### src/rtl/wdog_pkg.sv
package wdog_pkg;

  typedef enum logic [1:0] {
    WM_OFF    = 2'b00,
    WM_SOFT   = 2'b01,
    WM_AWAKE  = 2'b10,
    WM_ALWAYS = 2'b11
  } wd_mode_e;

  // Effective exponent after saturation.
  function automatic int unsigned eff_exp(input int unsigned sel, input int unsigned max_e);
    return (sel > max_e) ? max_e : sel;
  endfunction

  // Enable decision for a given policy, software bit and sleep state.
  function automatic logic mode_enable(input wd_mode_e m, input logic sw, input logic slp);
    case (m)
      WM_ALWAYS: return 1'b1;
      WM_AWAKE:  return ~slp;
      WM_SOFT:   return sw;
      default:   return 1'b0;
    endcase
  endfunction

endpackage

### src/rtl/wdog_tick_sync.sv
module wdog_tick_sync #(
  parameter int STAGES = 2
) (
  input  logic clk,
  input  logic rst_n,
  input  logic tick_in,
  output logic tick_pulse
);
  logic [STAGES-1:0] sync_q;
  logic              edge_q;

  for (genvar i = 0; i < STAGES; i++) begin : g_sync
    if (i == 0) begin : g_first
      always_ff @(posedge clk or negedge rst_n)
        if (!rst_n) sync_q[0] <= 1'b0;
        else        sync_q[0] <= tick_in;
    end else begin : g_next
      always_ff @(posedge clk or negedge rst_n)
        if (!rst_n) sync_q[i] <= 1'b0;
        else        sync_q[i] <= sync_q[i-1];
    end
  end

  always_ff @(posedge clk or negedge rst_n)
    if (!rst_n) edge_q <= 1'b0;
    else        edge_q <= sync_q[STAGES-1];

  assign tick_pulse = sync_q[STAGES-1] & ~edge_q;

  // a tick pulse never lasts two cycles
  a_r1_single_pulse: assert property (@(posedge clk) disable iff (!rst_n)
    tick_pulse |=> !tick_pulse);
endmodule

### src/rtl/wdog_mode_ctl.sv
module wdog_mode_ctl
  import wdog_pkg::*;
(
  input  logic       clk,
  input  logic       rst_n,
  input  logic [1:0] mode_i,
  input  logic       sw_en,
  input  logic       asleep,
  output logic       run_en,
  output logic       slp_entry,
  output logic       slp_exit
);
  logic asleep_q;

  always_ff @(posedge clk or negedge rst_n)
    if (!rst_n) asleep_q <= 1'b0;
    else        asleep_q <= asleep;

  assign slp_entry = asleep & ~asleep_q;
  assign slp_exit  = ~asleep & asleep_q;
  assign run_en    = mode_enable(wd_mode_e'(mode_i), sw_en, asleep);

  // entry and exit are never seen together
  a_r6_edges_excl: assert property (@(posedge clk) disable iff (!rst_n)
    !(slp_entry && slp_exit));
  // mode 00 never enables
  a_r2_off_mode: assert property (@(posedge clk) disable iff (!rst_n)
    (mode_i == 2'b00) |-> !run_en);
endmodule

### src/rtl/wdog_counter.sv
module wdog_counter
  import wdog_pkg::*;
#(
  parameter int PSEL_W   = 5,
  parameter int MAX_EXP  = 18,
  parameter int PSEL_RST = 11
) (
  input  logic              clk,
  input  logic              rst_n,
  input  logic              tick_pulse,
  input  logic              run_en,
  input  logic              clr_any,
  input  logic              period_we,
  input  logic [PSEL_W-1:0] period_wdata,
  output logic              expire
);
  localparam int CNT_W = MAX_EXP + 1;

  logic [PSEL_W-1:0] psel_q;
  logic [CNT_W-1:0]  cnt_q;
  logic [CNT_W-1:0]  lim_m1;
  logic              step;

  always_ff @(posedge clk or negedge rst_n)
    if (!rst_n)         psel_q <= PSEL_W'(PSEL_RST);
    else if (period_we) psel_q <= period_wdata;

  assign lim_m1 = (CNT_W'(1) << eff_exp(int'(psel_q), MAX_EXP)) - CNT_W'(1);
  assign step   = run_en & ~clr_any & tick_pulse;
  assign expire = step & (cnt_q >= lim_m1);

  always_ff @(posedge clk or negedge rst_n)
    if (!rst_n)               cnt_q <= '0;
    else if (clr_any || !run_en) cnt_q <= '0;
    else if (expire)          cnt_q <= '0;
    else if (step)            cnt_q <= cnt_q + CNT_W'(1);

  // disabled watchdog holds zero
  a_r7_off_clears: assert property (@(posedge clk) disable iff (!rst_n)
    !run_en |=> (cnt_q == '0));
  // any clear source empties the counter
  a_r5_clear_zero: assert property (@(posedge clk) disable iff (!rst_n)
    clr_any |=> (cnt_q == '0));
  // the count only grows on a tick
  a_r1_step_on_tick: assert property (@(posedge clk) disable iff (!rst_n)
    (cnt_q != '0 && cnt_q != $past(cnt_q)) |-> $past(tick_pulse));
endmodule

### src/rtl/wdog_core.sv
module wdog_core #(
  parameter int PSEL_W      = 5,
  parameter int MAX_EXP     = 18,
  parameter int PSEL_RST    = 11,
  parameter int SYNC_STAGES = 2
) (
  input  logic              clk,
  input  logic              rst_n,
  input  logic              tick_async,
  input  logic [1:0]        en_mode,
  input  logic              sw_en,
  input  logic              asleep,
  input  logic              clr_cmd,
  input  logic              osc_fail,
  input  logic              period_we,
  input  logic [PSEL_W-1:0] period_wdata,
  output logic              sys_rst_req,
  output logic              wake_req,
  output logic              to_n,
  output logic              pd_n
);
  logic tick_pulse, run_en, slp_entry, slp_exit, clr_any, expire;
  logic rst_q, wake_q, to_q, pd_q;

  wdog_tick_sync #(.STAGES(SYNC_STAGES)) u_sync (
    .clk(clk), .rst_n(rst_n), .tick_in(tick_async), .tick_pulse(tick_pulse));

  wdog_mode_ctl u_mode (
    .clk(clk), .rst_n(rst_n), .mode_i(en_mode), .sw_en(sw_en), .asleep(asleep),
    .run_en(run_en), .slp_entry(slp_entry), .slp_exit(slp_exit));

  assign clr_any = clr_cmd | osc_fail | slp_entry | slp_exit;

  wdog_counter #(.PSEL_W(PSEL_W), .MAX_EXP(MAX_EXP), .PSEL_RST(PSEL_RST)) u_cnt (
    .clk(clk), .rst_n(rst_n), .tick_pulse(tick_pulse), .run_en(run_en),
    .clr_any(clr_any), .period_we(period_we), .period_wdata(period_wdata),
    .expire(expire));

  always_ff @(posedge clk or negedge rst_n)
    if (!rst_n) begin
      rst_q  <= 1'b0;
      wake_q <= 1'b0;
    end else begin
      rst_q  <= expire & ~asleep;
      wake_q <= expire & asleep;
    end

  always_ff @(posedge clk or negedge rst_n)
    if (!rst_n)       to_q <= 1'b1;
    else if (expire)  to_q <= 1'b0;
    else if (clr_cmd) to_q <= 1'b1;

  always_ff @(posedge clk or negedge rst_n)
    if (!rst_n)                   pd_q <= 1'b1;
    else if (slp_entry)           pd_q <= 1'b0;
    else if (expire && !asleep)   pd_q <= 1'b1;
    else if (clr_cmd)             pd_q <= 1'b1;

  assign sys_rst_req = rst_q;
  assign wake_req    = wake_q;
  assign to_n        = to_q;
  assign pd_n        = pd_q;

  // reset request lasts one clock
  a_r8_one_clock: assert property (@(posedge clk) disable iff (!rst_n)
    sys_rst_req |=> !sys_rst_req);
  // wake and reset never together
  a_r9_wake_not_rst: assert property (@(posedge clk) disable iff (!rst_n)
    !(wake_req && sys_rst_req));
  // any timeout leaves the timeout flag low
  a_r10_to_low: assert property (@(posedge clk) disable iff (!rst_n)
    (sys_rst_req || wake_req) |-> !to_n);
  // sleep entry drops the power-down flag
  a_r10_pd_entry: assert property (@(posedge clk) disable iff (!rst_n)
    slp_entry |=> !pd_n);
endmodule

### config.mk
export PLATFORM = sky130hd
export DESIGN_NAME = wdog_core
export DESIGN_NICKNAME = d
export VERILOG_FILES = /design/src/rtl/wdog_pkg.sv /design/src/rtl/wdog_tick_sync.sv /design/src/rtl/wdog_mode_ctl.sv /design/src/rtl/wdog_counter.sv /design/src/rtl/wdog_core.sv
export SDC_FILE = /design/constraint.sdc
export NUM_CORES = 1
export LEC_CHECK = 0
export BUFFER_PORTS_ARGS = -buffer_cell sky130_fd_sc_hd__buf_2
export CORE_UTILIZATION = 30
export DETAILED_ROUTE_END_ITERATION = 10
export GPL_TIMING_DRIVEN = 1
export HOLD_SLACK_MARGIN = 0.1
export PLACE_DENSITY = 0.46
export SYNTH_ARGS = -nofsm -noshare
export SYNTH_HDL_FRONTEND = slang
export SYNTH_SLANG_ARGS = --single-unit
### constraint.sdc
create_clock -name clk -period 6.55 [get_ports clk]
set_input_delay 1.31 -clock clk [delete_from_list [all_inputs] [get_ports clk]]
set_output_delay 1.31 -clock clk [all_outputs]
set_load 0.1 [all_outputs]
==> Yosys cells after proc, flatten, opt, wreduce, memory -nomap -nowiden <==
Index checks and enable logic that the tools add are counted.
{ "word_totals": {"regBits": 32, "inputBits": 15, "output_inout_bits": 4, "word_cells": 49} }
{ "classes": {"n_addsub": 2, "order_cmp": 2, "n_eq_ne": 3, "shifts": 1, "muxes": 9, "n_bitwise": 15, "reduce_logical": 7} }
{ "ops": {"columns": ["op", "count"], "rows": [
  ["two-way mux 19 bit", 3],
  ["left shift 1 x 32 -> 19 bit, first input constant", 1],
  ["adder 19 x 1 -> 19 bit, second input constant", 1],
  [">= comparator 19 bit", 1],
  ["subtractor 19 x 2 -> 19 bit, second input constant", 1],
  ["AND 1 bit", 8],
  ["nonzero test 3 bit", 2],
  ["> comparator 5 bit, second input constant", 1],
  ["two-way mux 5 bit", 1],
  ["== test 2 bit, second input constant", 2],
  ["two-way mux 1 bit", 4],
  ["inverter 1 bit", 4],
  ["bitwise OR 1 bit", 3],
  ["case mux 1 bit (3 select lines)", 1],
  ["== test 2 x 1 -> 1 bit, second input constant", 1],
  ["logical NOT 1 bit", 2],
  ["nonzero test 2 bit", 1],
  ["logical AND 1 bit", 1],
  ["logical OR 1 bit", 1]
]} }

==> Logic depth before layout (Yosys ltp) <==
Gate-level depths: netlist of run 1.
{ "depth": {"depth_word": 11, "depth_mapped": 18, "depth_no_buf": 15} }

==> Modules after synthesis <==
A second synthesis of run 1 with hierarchy kept.
{ "hier_totals": {"cells_unflattened": 263, "area_unflattened_um2": 2349.8} }
{ "modules_own_cells": {"columns": ["module", "instances", "cells_each", "area_each_um2", "seq_area_each_um2"], "rows": [
  ["wdog_counter", 1, 242, 2060.7, 604.3],
  ["wdog_core", 1, 11, 142.6, 102.6],
  ["wdog_tick_sync", 1, 4, 88.8, 75.1],
  ["wdog_mode_ctl", 1, 6, 57.6, 25.0]
]} }

==> Worst setup path after synthesis of run 1 <==
Ideal clock, no wire load.
{ "synth_timing": {"kind": "register to register", "start": "reg u_cnt.psel_q[2]", "end": "reg u_cnt.cnt_q[4]", "setup_ps": 124, "arrival_ps": 3478, "t_required_ps": 6426, "slack_ps": 2948, "stages_incl_launch_ff": 17, "path_buffers": 2, "synth_period_minus_slack_ps": 3602, "path_cell_list": "dfrtp_1 -> clkbuf_1 -> or3_1 -> or3_1 -> ha_1 -> nor3_1 -> nand3_1 -> a21oi_1 -> a21oi_1 -> ha_1 -> nand4_2 -> nor3_4 -> a21oi_4 -> and4_4 -> buf_6 -> and3_1 -> a211o_1"} }
{ "synth_via": {"elab_chain_len": 8, "elab_cells_between_ends": 9, "classes_between": "1 x add/sub; 2 x order compare; 1 x shift; 3 x mux; 1 x bitwise; 1 x reduce/logical"} }
{ "synth_rtl": {"columns": ["element", "line", "source"], "rows": [
  ["from (decl)", "wdog_counter.sv:19", "logic [PSEL_W-1:0] psel_q;"],
  ["from (signal assigned)", "wdog_counter.sv:25", "if (!rst_n) psel_q <= PSEL_W'(PSEL_RST);"],
  ["from (signal assigned)", "wdog_counter.sv:26", "else if (period_we) psel_q <= period_wdata;"],
  ["> comparator 5 bit", "wdog_pkg.sv:12", "return (sel > max_e) ? max_e : sel;"],
  ["two-way mux 5 bit *", "wdog_pkg.sv:12", null],
  ["left shift 1 x 32 -> 19 bit *", "wdog_counter.sv:28", "assign lim_m1 = (CNT_W'(1) << eff_exp(int'(psel_q), MAX_EXP)) - CNT_W'(1);"],
  ["subtractor 19 x 2 -> 19 bit *", "wdog_counter.sv:28", null],
  [">= comparator 19 bit *", "wdog_counter.sv:30", "assign expire = step & (cnt_q >= lim_m1);"],
  ["AND 1 bit *", "wdog_counter.sv:30", null],
  ["two-way mux 19 bit", "wdog_counter.sv:35", "else if (expire) cnt_q <= '0;"],
  ["two-way mux 19 bit", "wdog_counter.sv:34", "else if (clr_any || !run_en) cnt_q <= '0;"],
  ["to (signal assigned)", "wdog_counter.sv:36", "else if (step) cnt_q <= cnt_q + CNT_W'(1);"],
  ["to (decl)", "wdog_counter.sv:20", "logic [CNT_W-1:0] cnt_q;"]
]} }
Every way passes the cells marked *; elsewhere a longest branch is shown, timed or not.
A chain may end at the register's enable or synchronous reset.

==> Worst setup path after layout of run 1 <==
{ "layout_timing": {"start": "reg u_cnt.psel_q[2]", "end": "reg u_cnt.cnt_q[13]"} }
The elaborated chain is that of the path after synthesis.

==> impl_metrics.env, run 1 <==
export IMPL_outcome="finished, final reports clean"
export IMPL_route_detailed_drc=0
export IMPL_final_max_slew_viol_count=0
export IMPL_place_congestion=0.763
export IMPL_critical_path_required_ns=6.75
export IMPL_crit_arrival_ns=4.41
export IMPL_synthTopCellsByArea="dfrtp_1 29%, ha_1 11%, nand2_1 5.8%, nand3_1 5.8%, dfstp_2 5.7%"
export IMPL_start_util_pct=31.5
export IMPL_cpMaxStageDelayCell="or4_1"
export IMPL_syn_cell_area_um2=2320
export IMPL_die_h_um=90.0
export IMPL_cp_top_family="simple AND/OR/NAND/NOR gates"
export IMPL_synthArstFlopShare_pct=100
export IMPL_slew_headroom_pct=43.8
export IMPL_stdcell_area_um2=2560
export IMPL_worst_pin_slew_ns=0.842
export IMPL_crit_fanout=18
export IMPL_hold_viol_final=0
export IMPL_hold_buffers=0
export IMPL_syn_area_per_cell_um2=9.01
export IMPL_powerDensity_nw_per_um2=168
export IMPL_grt_use_total_pct=13.6
export IMPL_skew_ns=0.0114
export IMPL_syn_nets=294
export IMPL_grt_start_max_net_pins=33
export IMPL_grt_pass1_vias=1840
export IMPL_dr_pass1_iters=4
export IMPL_path_buf_inv=0
export IMPL_n_antenna_cell=0
export IMPL_drtIter0Drc=106
export IMPL_grt_pass1_wl_um=8890
export IMPL_multi_input_area_um2=1430
export IMPL_core_area_um2=7370
export IMPL_crit_chain="or3_1 > or3_1 > ha_1 > nor3_1 > nand3_1 > a21oi_1 > a21oi_1 > ha_1 > a21oi_1 > o21a_1 > o21ba_2 > nand4_4 > or4_1 > nand3_1"
export IMPL_min_path_type="reg2reg"
export IMPL_drive_gt1_share_pct=17.9
export IMPL_dieArea_um2=8110
export IMPL_place_area_um2=2480
export IMPL_syn_inst=258
export IMPL_vias_per_cell=5.17
export IMPL_wire_per_inst_um=13.9
export IMPL_ir_worst_vdd_mv=0.0874
export IMPL_fmax_mhz=238
export IMPL_yosysWarningCount=0
export IMPL_layout_nets=308
export IMPL_path_common_cell="a21oi_1"
export IMPL_cts_sinks=32
export IMPL_cp_start_kind="register"
export IMPL_dp_hpwl_um=3850
export IMPL_wirelength_um=5170
export IMPL_clock_latency_ns=0.28
export IMPL_maxCapViolations=0
export IMPL_die_x_um=90.0
export IMPL_synth_top_area_cell="dfrtp_1"
export IMPL_synthToLayoutAreaGrowth_pct=10.0
export IMPL_r2r_end="u_cnt.cnt_q[13]"
export IMPL_whs_endpoint="u_sync.sync_q[1]"
export IMPL_seqCellArea_um2=807
export IMPL_r2r_slack_ns=2.34
export IMPL_cts_max_path_buffers=2
export IMPL_io_pins=19
export IMPL_rr_startpoint="u_cnt.psel_q[2]"
export IMPL_finalPower_uw=430
export IMPL_final_common_cell="nand2_1"
export IMPL_p_leak_nw=1.16
export IMPL_setup_viol=0
export IMPL_rsz0062_at_grt="false"
export IMPL_tns_ns=0
export IMPL_fin_crit_ns=4.21
export IMPL_cp_end_kind="register"
export IMPL_grt_overflow_total=0
export IMPL_synth_edf_count=0
export IMPL_fin_crit_sh_pct=64.3
export IMPL_num_vias=1922
export IMPL_cts_setup_buffers=0
export IMPL_htree_levels=2
export IMPL_rows=31
export IMPL_io_buffer_count=18
export IMPL_root_buffer="clkbuf_8"
export IMPL_hold_depth=0
export IMPL_cts_made_buffers=5
export IMPL_ant_nets=0
export IMPL_synth_top_cell_area_share_pct=29.1
export IMPL_max_stage_delay_ns=0.57
export IMPL_critPathKind="reg2reg"
export IMPL_holdCritStartpoint="u_sync.sync_q[0]"
export IMPL_path_clk_slew_ns=0.06
export IMPL_synth_cell_types=55
export IMPL_fillers=773
export IMPL_synth_flop_cell="dfrtp_1"
export IMPL_cts_tree="done"
export IMPL_synth_seq_area_share_pct=34.7
export IMPL_worst_r2r_cell_count=14
export IMPL_cts_resized=0
export IMPL_grt_antenna_before_repair=0
export IMPL_final_cell_mix="36 x nand2_1, 27 x nand3_1, 27 x dfrtp_1, 21 x ha_1, 18 x buf_2"
export IMPL_ys_ff_latch=32
[worst register-to-register path, stage by stage (launching register included)]
cell and delay, ns:
dfrtp_1 0.56, or3_1 0.46, or3_1 0.36, ha_1 0.38, nor3_1 0.32, nand3_1 0.11, a21oi_1 0.17, a21oi_1 0.07
ha_1 0.33, a21oi_1 0.15, o21a_1 0.15, o21ba_2 0.18, nand4_4 0.24, or4_1 0.57, nand3_1 0.09
[cells in the mapped netlist (2+ instances only)]
master,n
nor3_1,8
dfstp_2,5
or2_2,2
nand2b_1,2
and3_1,3
a21oi_1,14
o21ai_0,11
nand2_1,36
or3_1,13
nand3_1,27
o21a_1,3
o211ai_1,3
nor2_1,13
a21o_1,5
dfrtp_1,27
buf_6,2
nand4_2,2
clkbuf_1,7
inv_1,6
nand3b_1,2
ha_1,21
a221o_1,2
mux2_2,4
nor2b_1,3
nand4_1,6
a211o_1,2
[registers in the layout, indices dropped and copies added, names as in the netlist]
register and flops:
u_cnt.cnt_q 19, u_cnt.psel_q 5, u_sync.sync_q 2, pd_n 1, sys_rst_req 1, to_n 1, u_mode.asleep_q 1, u_sync.edge_q 1
wake_req 1
[final cells by class]
class	count	share of cell area (%)
multi-input cells	209	56.0
flip-flops and latches	32	31.6
repair buffers	18	3.52
clock buffers	7	2.98
inverters	6	0.881
clock inverters	1	0.196
well taps	99	4.84
[how the worst max path moves through the flow]
stage / endpoint / depth (start not counted) / from / slack (ns)
final: u_cnt.cnt_q[13] / 14 / u_cnt.psel_q[2] / 2.34
after global routing: u_cnt.cnt_q[13] / 14 / u_cnt.psel_q[2] / 2.07
after CTS: u_cnt.cnt_q[13] / 14 / u_cnt.psel_q[2] / 2.36
after detailed placement: u_cnt.cnt_q[13] / 14 / u_cnt.psel_q[2] / 2.38
after global placement: u_cnt.cnt_q[4] / 14 / u_cnt.psel_q[2] / 2.50
after floorplan: u_cnt.cnt_q[4] / 16 / u_cnt.psel_q[2] / 2.95
[power by group]
part,internal [mW],leakage [nW],switching (mW)
clock,0.0745,0.0422,0.0699
combinational,0.0264,0.699,0.0407
sequential,0.205,0.417,0.0135
[kinds of logic (layout without fill, tap and decap cells)]
logic type,Yosys count,in the layout,synth area share (%)
AO/OA/AOI/OAI,55,55,17.7
multiplexers,4,4,1.94
AND/OR/NAND/NOR,128,128,30.4
XOR/XNOR,1,1,0.377
adder cells (fa/ha/maj),21,21,11.3
buffers and inverters,17,32,3.66
flip-flops,32,32,34.7
[layer usage]
layer  GRT usage, %  wire length (µm)  up-vias
met5              0                 0        -
met4           4.30                97        0
met3           2.79               131        6
met2           22.3              2380       33
met1           17.8              2560      899
li1               -                 -      984
[stage by stage]
stage	hold WS (ns)	util (%)	std cells	worst slack, ns
2_1_floorplan	0.331	-	258	2.95
3_3_place_gp	0.336	33.6	364	2.50
3_5_place_dp	0.341	33.6	364	2.38
4_1_cts	0.356	34.7	372	2.36
5_1_grt	0.368	34.7	372	2.07
6_report	0.352	34.7	372	2.34
Note: power is estimated with default switching activity, not from simulation.
==> inputs of run 2 (changes only) <==
--- a/config.mk
+++ b/config.mk
@@ -5,12 +5,13 @@
 export SDC_FILE = /design/constraint.sdc
 export NUM_CORES = 1
 export LEC_CHECK = 0
+export ABC_AREA = 1
 export BUFFER_PORTS_ARGS = -buffer_cell sky130_fd_sc_hd__buf_2
 export CORE_UTILIZATION = 30
 export DETAILED_ROUTE_END_ITERATION = 10
 export GPL_TIMING_DRIVEN = 1
 export HOLD_SLACK_MARGIN = 0.1
-export PLACE_DENSITY = 0.46
+export PLACE_DENSITY = 0.45
 export SYNTH_ARGS = -nofsm -noshare
 export SYNTH_HDL_FRONTEND = slang
 export SYNTH_SLANG_ARGS = --single-unit
==> constraint.sdc (replaced) <==
create_clock -name clk -period 4.1 [get_ports clk]
set_input_delay 0.82 -clock clk [delete_from_list [all_inputs] [get_ports clk]]
set_output_delay 0.82 -clock clk [all_outputs]
set_load 0.1 [all_outputs]
==> impl_metrics.env, run 2 <==
export IMPL_outcome="finished, final reports clean"
export IMPL_dp_cells=467
export IMPL_critical_path_required_ns=4.27
export IMPL_route_detailed_drc=0
export IMPL_grt_pass1_wl_um=10700
export IMPL_synth_flop_cell="dfrtp_1"
export IMPL_io_pins=19
export IMPL_drive_gt1_share_pct=18.1
export IMPL_hold_viol_final=0
export IMPL_cts_sinks=32
export IMPL_cts_max_path_buffers=2
export IMPL_grt_overflow_total=0
export IMPL_synth_top_cell_area_share_pct=25.9
export IMPL_crit_arrival_ns=3.66
export IMPL_ant_nets=0
export IMPL_largest_reg_flops=19
export IMPL_io_buffer_count=18
export IMPL_p_leak_nw=1.39
export IMPL_hold_buffers=0
export IMPL_largest_registers="u_cnt.cnt_q: 19 flops, u_cnt.psel_q: 5 flops, u_sync.sync_q: 2 flops"
export IMPL_cts_made_buffers=5
export IMPL_die_x_um=95.2
export IMPL_skew_ns=0.00854
export IMPL_fmax_mhz=286
export IMPL_synthToLayoutAreaGrowth_pct=10.6
export IMPL_syn_inst=352
export IMPL_vias_per_cell=4.66
export IMPL_min_path_type="reg2reg"
export IMPL_rows=33
export IMPL_tns_ns=0
export IMPL_yosysWarningCount=0
export IMPL_setup_viol=0
export IMPL_final_cell_mix="99 x nand2_1, 33 x inv_1, 27 x nor2_1, 27 x dfrtp_1, 24 x nand3_1"
export IMPL_ys_top_cells_by_count="99 x nand2_1, 33 x inv_1, 27 x dfrtp_1, 27 x nor2_1, 24 x nand3_1"
export IMPL_start_util_pct=31.4
export IMPL_syn_area_per_cell_um2=7.40
export IMPL_grt_start_max_net_pins=33
export IMPL_synth_edf_count=0
export IMPL_core_area_um2=8300
export IMPL_cts_resized=0
export IMPL_synthTopCellsByArea="dfrtp_1 26%, nand2_1 14%, ha_1 10%, dfstp_2 5.0%, inv_1 4.8%"
export IMPL_maxCapViolations=0
export IMPL_syn_nets=388
export IMPL_wire_per_inst_um=13.2
export IMPL_final_max_slew_viol_count=0
export IMPL_root_buffer="clkbuf_8"
export IMPL_crit_fanout=14
export IMPL_grt_pass1_vias=2038
export IMPL_fin_crit_ns=3.49
export IMPL_dr_pass1_iters=4
export IMPL_syn_cell_area_um2=2600
export IMPL_synth_most_common_cell="nand2_1"
export IMPL_dp_slack_ns=0.609
export IMPL_synth_seq_area_share_pct=31.0
export IMPL_final_common_cell="nand2_1"
export IMPL_fin_crit_sh_pct=85.2
export IMPL_powerDensity_nw_per_um2=277
export IMPL_htree_levels=2
export IMPL_stdcell_area_um2=2880
export IMPL_cts_tree="done"
export IMPL_path_clk_slew_ns=0.07
export IMPL_worst_pin_slew_ns=0.748
export IMPL_die_h_um=95.2
export IMPL_synth_cell_types=38
export IMPL_ys_ff_latch=32
export IMPL_clock_latency_ns=0.29
export IMPL_whs_ns=0.352
export IMPL_cp_start_kind="register"
export IMPL_critPathKind="reg2reg"
export IMPL_slew_headroom_pct=50.1
export IMPL_grt_use_total_pct=15.6
export IMPL_place_area_um2=2770
export IMPL_rsz0062_at_grt="false"
export IMPL_place_congestion=0.860
export IMPL_drtIter0Drc=105
export IMPL_synthArstFlopShare_pct=100
export IMPL_wirelength_um=6260
export IMPL_final_setup_worst_slack_ns=0.607
export IMPL_top_register="u_cnt.cnt_q"
export IMPL_grt_antenna_before_repair=0
export IMPL_dp_hpwl_um=4970
export IMPL_final_cell_count_no_fill=475
export IMPL_num_vias=2215
export IMPL_synth_top_area_cell="dfrtp_1"
export IMPL_cp_end_kind="register"
export IMPL_dieArea_um2=9060
export IMPL_n_antenna_cell=0
export IMPL_ir_worst_vdd_mv=0.102
export IMPL_layout_nets=405
export IMPL_cts_setup_buffers=0
run 2: cell types whose count changed after synthesis, moves of 6 or more:
cell | previous run | this run
xor2_1 | 0 | 8
xnor2_1 | 1 | 8
o21ai_2 | 0 | 8
inv_2 | 0 | 7
nor2_1 | 13 | 27
nor2_2 | 1 | 7
nand4_1 | 6 | 15
nand2_1 | 36 | 99
inv_1 | 6 | 33
or3_1 | 13 | 0
run 2: cells by family (layout without fill, tap and decap cells):
kind of cell	after synthesis	count (layout)	share of synthesized area, %
AO/OA/AOI/OAI	44	44	11.1
XOR/XNOR	16	16	5.38
adder cells (fa/ha/maj)	21	21	10.1
buffers and inverters	49	67	8.03
flip-flops	32	32	31.0
AND/OR/NAND/NOR	190	190	34.4
run 2: critical path: stages (launching register included):
cell and delay [ns]:
dfstp_2 0.67, inv_2 0.11, nand3_1 0.11, nand2_1 0.05, nand2_1 0.11, nor2_2 0.07, nand3_1 0.11, ha_1 0.22
nand3_1 0.14, nor2_2 0.19, nand4_1 0.14, xor2_1 0.17, ha_1 0.30, nand2_1 0.08, nor2_1 0.16, nand3_1 0.13
nor2_1 0.10, nand2_1 0.06, nand3_1 0.11, nor2_4 0.06, nand2_4 0.17, o21ai_0 0.10
run 2: power by group:
group / switching [mW] / internal [mW]
combinational: 0.101 / 0.0524
clock: 0.127 / 0.181
sequential: 0.0121 / 0.326
total: 0.240 / 0.559
run 2: through the flow:
step / total power [mW] / utilization (%)
after CTS: 0.813 / 34.7
after global routing: 0.847 / 34.7
final: 0.799 / 34.7
after floorplan: 0.458 / -
after global placement: 0.499 / 33.4
after detailed placement: 0.498 / 33.4
run 2: layout make-up:
type,count,area [µm²]
Fill cell,901,5420
Multi-Input combinational cell,271,1590
Sequential cell,32,807
Inverter,41,156
Tap cell,105,131
Timing Repair Buffer,18,90.1
Clock buffer,6,72.6
Clock inverter,2,35.0
run 2: path summary, 6_finish.rpt:
check,start,end,slack (ns),cells after the start
min in group asynchronous,rst_n,sys_rst_req,0.60,1
max reg2reg,u_cnt.psel_q[3],u_cnt.cnt_q[3],0.61,21
max in group asynchronous,rst_n,u_cnt.cnt_q[13],3.02,1
min reg2reg,u_sync.sync_q[0],u_sync.sync_q[1],0.35,0
min,u_sync.sync_q[0],u_sync.sync_q[1],0.35,0
max,u_cnt.psel_q[3],u_cnt.cnt_q[3],0.61,21
run 2: metal layers:
metal	wire, µm	track usage (%)
met5	0	0
met4	52	3.79
met3	166	2.15
met2	2670	23.2
met1	3380	23.6
==> inputs of run 3 (changes only) <==
--- a/config.mk
+++ b/config.mk
@@ -11,7 +11,9 @@
 export DETAILED_ROUTE_END_ITERATION = 10
 export GPL_TIMING_DRIVEN = 1
 export HOLD_SLACK_MARGIN = 0.1
+export MAX_ROUTING_LAYER = met4
 export PLACE_DENSITY = 0.45
+export SKIP_LAST_GASP = 1
 export SYNTH_ARGS = -nofsm -noshare
 export SYNTH_HDL_FRONTEND = slang
 export SYNTH_SLANG_ARGS = --single-unit
==> impl_metrics.env, run 3 (same netlist as run 2, synthesis figures left out) <==
export IMPL_crit_fanout=14
export IMPL_fin_crit_ns=3.49
export IMPL_cp_start_kind="register"
export IMPL_cts_resized=0
export IMPL_worst_pin_slew_ns=0.746
export IMPL_die_x_um=95.2
export IMPL_wirelength_um=6240
export IMPL_route_detailed_drc=0
export IMPL_cp_top_family="simple AND/OR/NAND/NOR gates"
export IMPL_skew_ns=0.00860
export IMPL_wire_per_inst_um=13.1
export IMPL_start_util_pct=31.4
export IMPL_cts_setup_buffers=0
export IMPL_rsz0062_at_grt="false"
export IMPL_cts_max_path_buffers=2
export IMPL_hold_viol_final=0
export IMPL_cpMaxStageDelayCell="dfstp_2"
export IMPL_rows=33
export IMPL_ant_nets=0
export IMPL_grt_antenna_before_repair=0
export IMPL_grt_start_max_net_pins=33
export IMPL_cts_sinks=32
export IMPL_min_path_type="reg2reg"
export IMPL_grt_overflow_total=0
export IMPL_rr_startpoint="u_cnt.psel_q[3]"
export IMPL_die_h_um=95.2
export IMPL_largest_registers="u_cnt.cnt_q: 19 flops, u_cnt.psel_q: 5 flops, u_sync.sync_q: 2 flops"
export IMPL_dp_hpwl_um=4970
export IMPL_wl_met2_um=2630
export IMPL_n_antenna_cell=0
export IMPL_met1_length_um=3390
export IMPL_htree_levels=2
export IMPL_p_leak_nw=1.39
export IMPL_outcome="finished, final reports clean"
export IMPL_dieArea_um2=9060
export IMPL_tns_ns=0
export IMPL_maxCapViolations=0
export IMPL_num_vias=2215
export IMPL_path_common_cell="nand3_1"
export IMPL_dr_pass1_iters=4
export IMPL_cts_made_buffers=5
export IMPL_crit_chain="inv_2 > nand3_1 > nand2_1 > nand2_1 > nor2_2 > nand3_1 > ha_1 > nand3_1 > nor2_2 > nand4_1 > xor2_1 > ha_1 > nand2_1 > nor2_1 > nand3_1 > nor2_1 > nand2_1 > nand3_1 > nor2_4 > nand2_4 > o21ai_0"
export IMPL_synthToLayoutAreaGrowth_pct=10.6
export IMPL_dr_wl_met3_um=171
export IMPL_worst_r2r_cell_count=21
export IMPL_grt_use_total_pct=16.1
export IMPL_final_common_cell="nand2_1"
export IMPL_vias_per_cell=4.66
export IMPL_final_max_slew_viol_count=0
export IMPL_cp_startpoint="u_cnt.psel_q[3]"
export IMPL_root_buffer="clkbuf_8"
export IMPL_place_congestion=0.874
export IMPL_hold_buffers=0
export IMPL_ir_worst_vdd_mv=0.101
export IMPL_final_cell_mix="99 x nand2_1, 33 x inv_1, 27 x nor2_1, 27 x dfrtp_1, 24 x nand3_1"
export IMPL_grt_pass1_vias=2039
export IMPL_crit_arrival_ns=3.66
export IMPL_critPathKind="reg2reg"
export IMPL_grt_pass1_wl_um=10800
export IMPL_path_clk_slew_ns=0.08
export IMPL_fillers=901
export IMPL_layout_nets=405
export IMPL_whs_endpoint="u_sync.sync_q[1]"
export IMPL_io_pins=19
export IMPL_drive_gt1_share_pct=18.1
export IMPL_critical_path_required_ns=4.27
export IMPL_setup_viol=0
export IMPL_fin_crit_sh_pct=85.2
export IMPL_max_stage_delay_ns=0.67
export IMPL_hold_depth=0
export IMPL_path_buf_inv=1
export IMPL_r2r_end="u_cnt.cnt_q[2]"
export IMPL_cts_tree="done"
export IMPL_fmax_mhz=286
export IMPL_powerDensity_nw_per_um2=277
export IMPL_holdCritStartpoint="u_sync.sync_q[0]"
export IMPL_core_area_um2=8300
export IMPL_topRoutingLayerUsed="met4"
export IMPL_top_register="u_cnt.cnt_q"
export IMPL_utilization_pct=34.7
export IMPL_slew_headroom_pct=50.2
export IMPL_clock_latency_ns=0.28
export IMPL_largest_reg_flops=19
export IMPL_cp_end_kind="register"
export IMPL_r2r_slack_ns=0.61
export IMPL_io_buffer_count=18
export IMPL_drtIter0Drc=101
==> run 3: report_power, final <==
| group | internal, mW | switching (mW) |
|---|---|---|
| clock network | 0.181 | 0.127 |
| registers | 0.326 | 0.0122 |
| logic | 0.0524 | 0.101 |
| total | 0.559 | 0.240 |
==> run 3: layer usage <==
layer	vias to the layer above	GRT usage [%]
li1	1192	-
met1	992	23.8
met2	27	23.1
met3	4	2.15
met4	0	3.79
met5	-	-
==> run 3: stage by stage <==
| step | hold WS [ns] | setup slack [ns] | power, mW | std cells | instance area, µm² |
|---|---|---|---|---|---|
| after floorplan | 0.331 | 1.02 | 0.458 | 352 | 2600 |
| after global placement | 0.335 | 0.692 | 0.499 | 467 | 2770 |
| after detailed placement | 0.338 | 0.609 | 0.498 | 467 | 2770 |
| after CTS | 0.356 | 0.584 | 0.813 | 475 | 2880 |
| after global routing | 0.369 | 0.198 | 0.847 | 475 | 2880 |
| final | 0.354 | 0.605 | 0.798 | 475 | 2880 |
==> run 3: worst register-to-register path, delay by kind of cell, from the launching register on <==
family / cells / cell delay [ns]
simple gates: 16 / 1.79
flops: 1 / 0.67
fa+ha+maj: 2 / 0.52
xor+xnor: 1 / 0.17
buf+inv: 1 / 0.11
compound gates: 1 / 0.11
==> run 3: final cells by class <==
class / count / area [µm²] / area share (%)
inverter: 41 / 156 / 5.43
tap: 105 / 131 / 4.56
clock buffer: 6 / 72.6 / 2.52
multi-input combinational: 271 / 1590 / 55.1
clock inverter: 2 / 35.0 / 1.22
sequential: 32 / 807 / 28.0
timing repair buffer: 18 / 90.1 / 3.13
==> run 3: worst max path at each step <==
stage / slack, ns / depth (start not counted) / endpoint
6_report: 0.61 / 21 / u_cnt.cnt_q[2]
3_3_place_gp: 0.69 / 21 / u_cnt.cnt_q[2]
2_1_floorplan: 1.02 / 23 / u_cnt.cnt_q[13]
5_1_grt: 0.20 / 21 / u_cnt.cnt_q[3]
3_5_place_dp: 0.61 / 21 / u_cnt.cnt_q[3]
4_1_cts: 0.58 / 21 / u_cnt.cnt_q[3]
